[config.mk]
export PLATFORM = sky130hd
export DESIGN_NAME = tdm_slot_engine
export DESIGN_NICKNAME = d
export VERILOG_FILES = /design/src/rtl/tdm_pkg.sv /design/src/rtl/tdm_slot_ctr.sv /design/src/rtl/tdm_tx_lane.sv /design/src/rtl/tdm_rx_lane.sv /design/src/rtl/tdm_slot_engine.sv
export SDC_FILE = /design/constraint.sdc
export NUM_CORES = 1
export LEC_CHECK = 0
export BUFFER_PORTS_ARGS = -buffer_cell sky130_fd_sc_hd__buf_4
export CELL_PAD_IN_SITES_DETAIL_PLACEMENT = 1
export CELL_PAD_IN_SITES_GLOBAL_PLACEMENT = 2
export CORE_MARGIN = 1
export CORE_UTILIZATION = 34
export DETAILED_ROUTE_END_ITERATION = 10
export PLACE_DENSITY_LB_ADDON = 0.15
export SYNTH_ARGS = -nofsm -noshare
export SYNTH_HDL_FRONTEND = slang
export SYNTH_SLANG_ARGS = --single-unit
[constraint.sdc]
create_clock -name clk_i -period 4.5 [get_ports clk_i]
set_input_delay 0.675 -clock clk_i [delete_from_list [all_inputs] [get_ports clk_i]]
set_output_delay 0.675 -clock clk_i [all_outputs]
set_load 0.05 [all_outputs]
[src/rtl/tdm_pkg.sv]
package tdm_pkg;
  typedef enum logic {
    RUN_OFF = 1'b0,
    RUN_ON  = 1'b1
  } run_e;
endpackage

[src/rtl/tdm_slot_ctr.sv]
module tdm_slot_ctr #(
  parameter int SLOTS  = 8,
  parameter int BIT_W  = 5,
  parameter int CNT_W  = $clog2(SLOTS),
  parameter int SLOT_W = $clog2(SLOTS + 1)
) (
  input  logic              clk_i,
  input  logic              rst_ni,
  input  logic              run_i,
  input  logic              tick_i,
  input  logic              fsync_i,
  input  logic [SLOT_W-1:0] nslots_i,
  input  logic [BIT_W:0]    width_i,
  output logic [CNT_W-1:0]  slot_o,
  output logic              step_o,
  output logic              active_o,
  output logic              first_o,
  output logic              last_o
);
  logic [SLOT_W-1:0] slot_q, slot_d;
  logic [BIT_W-1:0]  bit_q, bit_d;
  logic              synced_q, sync_d;
  logic              end_of_slot;

  assign end_of_slot = ({1'b0, bit_q} == width_i - 1'b1);
  assign sync_d      = synced_q | fsync_i;

  always_comb begin
    if (fsync_i) begin
      slot_d = '0;
      bit_d  = '0;
    end else if (end_of_slot) begin
      slot_d = (slot_q == SLOT_W'(SLOTS)) ? slot_q : slot_q + 1'b1;
      bit_d  = '0;
    end else begin
      slot_d = slot_q;
      bit_d  = bit_q + 1'b1;
    end
  end

  assign step_o   = run_i & tick_i;
  assign active_o = step_o & sync_d & (slot_d < nslots_i);
  assign first_o  = (bit_d == '0);
  assign last_o   = ({1'b0, bit_d} == width_i - 1'b1);
  assign slot_o   = slot_d[CNT_W-1:0];

  always_ff @(posedge clk_i or negedge rst_ni) begin
    if (!rst_ni) begin
      synced_q <= 1'b0;
      slot_q   <= SLOT_W'(SLOTS);
      bit_q    <= '0;
    end else if (!run_i) begin
      synced_q <= 1'b0;
      slot_q   <= SLOT_W'(SLOTS);
      bit_q    <= '0;
    end else if (step_o && sync_d) begin
      synced_q <= 1'b1;
      slot_q   <= slot_d;
      bit_q    <= bit_d;
    end
  end
endmodule

[src/rtl/tdm_tx_lane.sv]
module tdm_tx_lane #(
  parameter int DATA_W = 32,
  parameter int BIT_W  = $clog2(DATA_W)
) (
  input  logic              clk_i,
  input  logic              rst_ni,
  input  logic              run_i,
  input  logic              step_i,
  input  logic              active_i,
  input  logic              first_i,
  input  logic              take_i,
  input  logic [BIT_W:0]    width_i,
  input  logic [DATA_W-1:0] word_i,
  output logic              bit_o,
  output logic              send_o
);
  logic [DATA_W-1:0] sr_q;
  logic              send_q;
  logic [BIT_W:0]    pad;

  assign pad = (BIT_W + 1)'(DATA_W) - width_i;

  always_ff @(posedge clk_i or negedge rst_ni) begin
    if (!rst_ni) begin
      sr_q   <= '0;
      send_q <= 1'b0;
    end else if (!run_i) begin
      sr_q   <= '0;
      send_q <= 1'b0;
    end else if (step_i) begin
      if (!active_i) begin
        send_q <= 1'b0;
      end else if (first_i) begin
        send_q <= take_i;
        if (take_i) sr_q <= word_i << pad;
      end else begin
        sr_q <= sr_q << 1;
      end
    end
  end

  assign bit_o  = sr_q[DATA_W-1];
  assign send_o = send_q;
endmodule

[src/rtl/tdm_rx_lane.sv]
module tdm_rx_lane #(
  parameter int DATA_W = 32
) (
  input  logic              clk_i,
  input  logic              rst_ni,
  input  logic              step_i,
  input  logic              active_i,
  input  logic              first_i,
  input  logic              last_i,
  input  logic              cap_i,
  input  logic              sdi_i,
  output logic [DATA_W-1:0] data_o,
  output logic              valid_o
);
  logic [DATA_W-1:0] acc_q, acc_d, data_q;
  logic              valid_q;

  assign acc_d = first_i ? DATA_W'(sdi_i) : {acc_q[DATA_W-2:0], sdi_i};

  always_ff @(posedge clk_i or negedge rst_ni) begin
    if (!rst_ni) begin
      acc_q   <= '0;
      data_q  <= '0;
      valid_q <= 1'b0;
    end else begin
      valid_q <= 1'b0;
      if (step_i && active_i && cap_i) begin
        acc_q <= acc_d;
        if (last_i) begin
          data_q  <= acc_d;
          valid_q <= 1'b1;
        end
      end
    end
  end

  assign data_o  = data_q;
  assign valid_o = valid_q;
endmodule

[src/rtl/tdm_slot_engine.sv]
module tdm_slot_engine
  import tdm_pkg::*;
#(
  parameter int SLOTS  = 8,
  parameter int SIZE_W = 4,
  localparam int CNT_W  = $clog2(SLOTS),
  localparam int SLOT_W = $clog2(SLOTS + 1),
  localparam int DATA_W = 2 * (2 ** SIZE_W),
  localparam int BIT_W  = $clog2(DATA_W)
) (
  input  logic              clk_i,
  input  logic              rst_ni,
  input  logic [CNT_W-1:0]  cfg_slots_i,
  input  logic              cfg_wide_i,
  input  logic [SIZE_W-1:0] cfg_size_i,
  input  logic [SLOTS-1:0]  cfg_tx_mask_i,
  input  logic [SLOTS-1:0]  cfg_rx_mask_i,
  input  logic              cfg_tte_i,
  input  logic              tx_en_i,
  input  logic              rx_en_i,
  input  logic              start_i,
  input  logic              stop_i,
  input  logic              bit_tick_i,
  input  logic              fsync_i,
  input  logic              sdi_i,
  input  logic [DATA_W-1:0] tx_data_i,
  input  logic              tx_valid_i,
  output logic              tx_ack_o,
  output logic [DATA_W-1:0] rx_data_o,
  output logic              rx_valid_o,
  output logic              sdo_o,
  output logic              sdo_oe_o,
  output logic              running_o,
  output logic              cfg_err_o
);
  run_e              run_q;
  logic              err_q;
  logic              running, net_mode;
  logic [SLOT_W-1:0] nslots;
  logic [BIT_W:0]    width;
  logic [CNT_W-1:0]  slot;
  logic              step, active, first, last;
  logic              tx_sel, rx_sel, take, cap;
  logic              tx_bit, tx_send, sending;

  assign running  = (run_q == RUN_ON);
  assign net_mode = (cfg_slots_i != '0);
  assign nslots   = SLOT_W'(cfg_slots_i) + SLOT_W'(1);
  // extended flag sits just above the size field: adds half the max width
  assign width    = {1'b0, cfg_wide_i, cfg_size_i} + 1'b1;

  always_ff @(posedge clk_i or negedge rst_ni) begin
    if (!rst_ni) begin
      run_q <= RUN_OFF;
      err_q <= 1'b0;
    end else if (stop_i) begin
      run_q <= RUN_OFF;
    end else if (start_i && !running) begin
      if (net_mode && cfg_tx_mask_i == '0) begin
        err_q <= 1'b1;
      end else begin
        run_q <= RUN_ON;
        err_q <= 1'b0;
      end
    end
  end

  tdm_slot_ctr #(
    .SLOTS (SLOTS),
    .BIT_W (BIT_W),
    .CNT_W (CNT_W),
    .SLOT_W(SLOT_W)
  ) i_ctr (
    .clk_i   (clk_i),
    .rst_ni  (rst_ni),
    .run_i   (running),
    .tick_i  (bit_tick_i),
    .fsync_i (fsync_i),
    .nslots_i(nslots),
    .width_i (width),
    .slot_o  (slot),
    .step_o  (step),
    .active_o(active),
    .first_o (first),
    .last_o  (last)
  );

  // single-slot framing ignores the masks
  assign tx_sel = !net_mode || cfg_tx_mask_i[slot];
  assign rx_sel = !net_mode || cfg_rx_mask_i[slot];
  assign take   = active && first && tx_sel && tx_en_i && tx_valid_i;
  assign cap    = rx_sel && rx_en_i;

  tdm_tx_lane #(
    .DATA_W(DATA_W),
    .BIT_W (BIT_W)
  ) i_tx (
    .clk_i   (clk_i),
    .rst_ni  (rst_ni),
    .run_i   (running),
    .step_i  (step),
    .active_i(active),
    .first_i (first),
    .take_i  (take),
    .width_i (width),
    .word_i  (tx_data_i),
    .bit_o   (tx_bit),
    .send_o  (tx_send)
  );

  tdm_rx_lane #(
    .DATA_W(DATA_W)
  ) i_rx (
    .clk_i   (clk_i),
    .rst_ni  (rst_ni),
    .step_i  (step),
    .active_i(active),
    .first_i (first),
    .last_i  (last),
    .cap_i   (cap),
    .sdi_i   (sdi_i),
    .data_o  (rx_data_o),
    .valid_o (rx_valid_o)
  );

  assign sending   = tx_send && running;
  assign tx_ack_o  = take;
  assign sdo_o     = sending && tx_bit;
  assign sdo_oe_o  = cfg_tte_i ? sending : 1'b1;
  assign running_o = running;
  assign cfg_err_o = err_q;
endmodule

Word level (Yosys, flattened, before mapping)
Index checks and enable logic that the tools add are counted.
{ "totals": {"out_inout_bits": 38, "elab_cells": 90, "ff_bits": 109} }
{ "classes": {"n_lt_le_gt_ge": 2, "addsub": 6, "bitwise": 5, "shifts": 1, "eq_ne": 9, "n_mux": 32, "n_reduce_logical": 25} }
{ "ops": {"columns": ["cell", "n"], "rows": [
  ["32-bit two-way mux", 6],
  ["32-bit by 6-bit left shift with 32-bit output", 1],
  ["4-bit two-way mux", 5],
  ["5-bit two-way mux", 4],
  ["1-bit two-way mux", 15],
  ["5-bit by 6-bit equality test with 1-bit output", 2],
  ["1-bit logical AND", 12],
  ["8-bit zero test", 1],
  ["2-bit AND reduction", 4],
  ["5-bit by 1-bit adder with 6-bit output (second input constant)", 1],
  ["1-bit binary-select mux with 3-bit select", 2],
  ["2-bit by 1-bit inequality test with 1-bit output (second input constant)", 3],
  ["6-bit by 1-bit subtractor with 6-bit output (second input constant)", 1],
  ["6-bit subtractor (first input constant)", 1],
  ["5-bit by 1-bit adder with 5-bit output (second input constant)", 1],
  ["5-bit zero test", 1],
  ["3-bit by 1-bit adder with 4-bit output (second input constant)", 1],
  ["4-bit by 1-bit adder with 4-bit output (second input constant)", 1],
  ["4-bit equality test (second input constant)", 1],
  ["3-bit by 4-bit < comparator with 1-bit output (second input constant)", 1],
  ["4-bit < comparator", 1],
  ["1-bit bitwise AND", 3],
  ["3-bit by 2-bit inequality test with 1-bit output (second input constant)", 1],
  ["3-bit inequality test (second input constant)", 1],
  ["other kinds (8)", 10]
]} }

Longest topological paths before layout
{ "logic_depth": {"ltp_word": 16, "depth_mapped": 21, "depth_no_buf": 17} }

Modules after synthesis
From an unflattened synthesis, not the netlist that was laid out.
{ "unflattened": {"hier_cells": 704, "area_unflattened_um2": 7836.3} }
{ "modules_own_cells": {"columns": ["module", "n_inst", "seq_area_each_um2", "area_per_inst_um2", "cells_per_inst"], "rows": [
  ["tdm_tx_lane", 1, 825.8, 3498.4, 353],
  ["tdm_rx_lane", 1, 1601.5, 2899.0, 171],
  ["tdm_slot_ctr", 1, 251.5, 1044.8, 133],
  ["tdm_slot_engine", 1, 50.0, 394.1, 47]
]} }

Least setup slack after synthesis
OpenSTA, ideal clock, no wires.
{ "synth_timing": {"path_kind": "input to output", "from": "input port cfg_size_i[0]", "to": "output port tx_ack_o", "setup_slack_ns": -0.941, "stages": 16, "arrival_time_ns": 4.766, "required_time_ns": 3.825, "path_buffers": 2, "path_cell_list": "ha_1 -> buf_6 -> or3_1 -> o211ai_2 -> a21o_2 -> nand4_2 -> or4_1 -> a21o_1 -> inv_2 -> ha_1 -> a211oi_1 -> a31oi_1 -> or3_1 -> clkbuf_1 -> or3_1 -> nor2_1"} }
{ "synth_via": {"elab_chain_cells": 11, "word_cells_on_any_way": 17, "classes_between": "add/sub: 2; order compare: 1; eq/ne: 1; mux: 6; bitwise: 1; reduce/logical: 6"} }
{ "synth_rtl": {"columns": ["item", "line", "text"], "rows": [
  ["start: declaration", "tdm_slot_engine.sv:15", "input logic [SIZE_W-1:0] cfg_size_i,"],
  ["5-bit by 1-bit adder with 6-bit output (*)", "tdm_slot_engine.sv:50", "assign width = {1'b0, cfg_wide_i, cfg_size_i} + 1'b1;"],
  ["6-bit by 1-bit subtractor with 6-bit output (*)", "tdm_slot_ctr.sv:25", "assign end_of_slot = ({1'b0, bit_q} == width_i - 1'b1);"],
  ["5-bit by 6-bit equality test with 1-bit output (*)", "tdm_slot_ctr.sv:25", null],
  ["4-bit two-way mux", "tdm_slot_ctr.sv:32", "end else if (end_of_slot) begin"],
  ["4-bit two-way mux", "tdm_slot_ctr.sv:29", "if (fsync_i) begin"],
  ["4-bit < comparator or 1-bit binary-select mux with 3-bit select (tied branches)", "tdm_slot_ctr.sv:42, tdm_slot_engine.sv:89", null],
  ["1-bit bitwise AND or 1-bit two-way mux (tied branches)", "tdm_slot_ctr.sv:42, tdm_slot_engine.sv:89", null],
  ["1-bit logical AND or 1-bit logical OR (tied branches)", "tdm_slot_engine.sv:91, tdm_slot_engine.sv:89", null],
  ["1-bit logical AND (*) (3 in series)", "tdm_slot_engine.sv:91", "assign take = active && first && tx_sel && tx_en_i && tx_valid_i;"],
  ["end: declaration", "tdm_slot_engine.sv:28", "output logic tx_ack_o,"]
]} }
Mark *: on every way between the ends. The rest lies on a longest branch, timed or not. The select of a mux whose other input is x is not followed.

Final worst setup path
Ends and elaborated chain as after synthesis.

==> results.toml <==
[grt]
grt_pass1_vias = 6129
grt.busiest_layer = "met2"
antenna_found_initial = 0
gr-usage-met2_pct = 32.22
gr-usage-met1_pct = 27.19
grt.total_usage_pct = 19.63
grt_max_degree = 52
grt-ovfl-total = 0
use_met3_pct = 2.883
grt_pass1_wl_um = 33840

[logic_synthesis]
synthMostInstantiatedCell = "dfrtp_1"
synth_top_area_share_pct = 36.97
syn_area_per_cell_um2 = 10.41
synth_edf_count = 0
yosys_most_used_dff = "dfrtp_1"
synthTopCellsByArea = "dfrtp_1 37%, mux4_2 8.9%, mux2i_1 6.2%"
yosysWarnings = 0
yosys.area.top_type = "dfrtp_1"
syn_nets = 778
synth_area_um2 = 7311
ys_seq_area_share_pct = 37.33
ys_types = 67
syn_inst = 702
synthTopCellsByCount = "108 x dfrtp_1, 71 x nand2_1, 62 x nor2_1"
async_reset_ff_share_pct = 100.0
synth-seq-cells = 109

[placed_design]
gp_congestion = 0.8080
placed_area_um2 = 8806
post-dp-hpwl_um = 15900
port_buffers = 104

[floorplanning]
start_util_pct = 34.78
core_area_um2 = 21020
die_h_um = 148.6
top_level_ports = 105
die_x_um = 148.6
die_area_um2 = 22090
num_rows = 53

[setup_path]
reg2reg_depth = 16
reg2reg_from = "i_ctr.bit_q[2]$_DFFE_PN0P_"
crit_family = "simple AND/OR/NAND/NOR gates"
cp_cell_sequence = "buf_4, ha_4, or3_1, o211ai_2, a21o_2, nand4_4, or4_4, a21o_1, inv_2, ha_4, a211oi_2, a31oi_1, or3_4, or3_4, nor2_4, buf_8"
cp-end-kind = "primary output"
crit_arrival_ns = 4.04
cp_slowest_stage_delay_ns = 0.50
start_kind = "input port"
worst_path_max_delay_cell = "or4_4"
crit_type = "in -> out"
cp_max_fo = 3
cp_num_buf_inv = 3
critPathRequiredTime_ns = 3.83
r2r_slack_ns = 0.39
cp.depth = 16
r2r_end = "i_rx.data_o[24]$_DFFE_PN0P_"

[finish]
antenna_cells = 0
fillers = 2337
nets = 904
area_delta_synth_final_pct = 25.86
layout-drive-gt1-share_pct = 38.18
final_area_um2 = 9201
finish.utilization_pct = 43.77

[routing]
drc_errors = 0
wl_per_cell_um = 19.22
routed_wirelength_um = 21290
ant_nets = 0
first_pass_iters = 4
drt_iter0_drc = 211
num_vias = 5960
viasPerCell = 5.379

[min_path]
hold_path_class = "in -> async"

[pwr]
power.density_nw_per_um2 = 248.7
p_int_mw = 1.602
pwr-share-comb_pct = 22.6
switching_share_pct = 30.00
vdd_drop_max_v = 0.0002202
p_leak_nw = 4.355
p_sw_uw = 686.5
pwr-share-seq_pct = 43.3
power.share.clock_pct = 34.1

[timing]
maxSlewViolCount = 0
tightest_slew_ns = 0.8573
hold_viol = 0
period_share_pct = 104.8
fin_ws_ns = -0.2154
rsz0062_at_grt = "true"
max_freq_mhz = 212.1
hold_slack_ns = 0.2220
setup-tns-final_ns = -0.2154
setup_viol = 1
finClkSkew_ns = 0.006460
period_needed_ns = 4.715
slew_headroom_pct = 42.57

[cts]
htree_levels = 3
ctsRootBufferMaster = "clkbuf_16"
numCtsBuffers = 9
path_clk_slew_ns = 0.07
clock_latency_ns = 0.36
cts_tree = "yes"
cts_sinks = 109
cts_max_path_buffers = 2
hold_buffers = 0

[flow_run]
cap_viol_max_count = 0

[run_status]
violations = "setup timing"
outcome = "finished, violations left"
==> what timing repair did <==
| item | CTS | global route |
|---|---|---|
| endpoints found under the setup margin | 17 | 33 |
| resized for setup | 3 | 5 |
| setup buffers | 2 | 0 |
| gates cloned | 0 | 3 |
| pin swaps | 10 | 5 |
==> stage by stage <==
stage	power [mW]	std cells	setup slack [ns]
2_1_floorplan	1.321	702	-0.4024
3_3_place_gp	1.515	1087	-0.3591
3_5_place_dp	1.527	1087	-0.4095
4_1_cts	2.320	1105	-0.3010
5_1_grt	2.403	1108	-0.3472
6_report	2.288	1108	-0.2154
==> state kept, by name (all words and copies together), names as in the netlist <==
register and count:
i_rx.data_o 32, i_rx.acc_q 31, i_ctr.synced_q 1, i_tx.send_o 1, running_o 1, i_ctr.bit_q 5, i_ctr.slot_q 4, cfg_err_o 1
i_tx.sr_q 32, i_rx.valid_o 1
==> layout make-up <==
type / count / area (um2) / area share, %
clock buffers: 10 / 239.0 / 2.597
well taps: 275 / 344.1 / 3.739
inverters: 17 / 63.81 / 0.6935
repair buffers: 168 / 1361 / 14.79
flip-flops and latches: 109 / 2729 / 29.66
multi-input cells: 523 / 4417 / 48.00
clock inverters: 6 / 47.55 / 0.5167
==> cells in the final DEF, fill, tap and decap left out, types with 4 or more instances in the layout <==
cell type  instances
inv_1             14
nor3_1             5
buf_4            159
nand2_1           71
clkbuf_16         11
and2_1             4
xnor2_1            8
dfrtp_1          108
a22oi_1           21
mux2i_1           45
mux2_2            22
mux2_4            49
nor2_1            60
and3_1            34
o21ai_0           41
mux4_2            29
o31ai_1            7
a21oi_1           12
nand3_1           24
a211oi_2           6
nor4_1             4
ha_1               7
or3_1              4
xor2_1             5
buf_12             4
==> cell families (layout without fill, tap and decap cells) <==
logic type	after synthesis	after routing	share of synthesized area, %
multiplexers	146	146	27.61
adder cells (fa/ha/maj)	9	9	1.540
flip-flops	109	109	37.33
AND/OR/NAND/NOR	231	231	15.27
AO/OA/AOI/OAI	122	122	11.67
buffers and inverters	70	201	4.604
XOR/XNOR	15	15	1.985
==> worst reg2reg max path, stage by stage (launching register included) <==
cell	delay [ns]
dfrtp_1	0.47
xnor2_1	0.18
nand3_1	0.12
a211oi_2	0.26
nand4_4	0.13
or4_4	0.50
a21o_1	0.19
inv_2	0.07
ha_4	0.20
a211oi_2	0.18
a31oi_1	0.10
or3_4	0.39
a311oi_1	0.22
o31a_2	0.20
and3_4	0.27
buf_6	0.20
mux2_4	0.31
==> worst max-delay path by stage <==
stage                              from       end  slack [ns]
final                     cfg_size_i[0]  tx_ack_o       -0.22
after global routing      cfg_size_i[1]  tx_ack_o       -0.35
after CTS                 cfg_size_i[0]  tx_ack_o       -0.30
after detailed placement  cfg_size_i[0]  tx_ack_o       -0.41
after global placement    cfg_size_i[0]  tx_ack_o       -0.36
after floorplan           cfg_size_i[0]  tx_ack_o       -0.40
==> power by group through the flow <==
| stage | Combinational, mW | Clock, mW | Sequential [mW] |
|---|---|---|---|
| 6_report | 0.516 | 0.781 | 0.991 |
| 3_3_place_gp | 0.505 | 0 | 1.01 |
| 4_1_cts | 0.520 | 0.809 | 0.991 |
| 2_1_floorplan | 0.307 | 0 | 1.01 |
| 3_5_place_dp | 0.517 | 0 | 1.01 |
| 5_1_grt | 0.563 | 0.848 | 0.992 |
==> per-layer routing <==
layer | vias to the layer above | part of all wire [%]
met5 | - | 0
met4 | 0 | 1.1
met3 | 16 | 3.4
met2 | 103 | 48
met1 | 3023 | 47
li1 | 2818 | -
No activity file was read; power rests on OpenSTA's default activity.
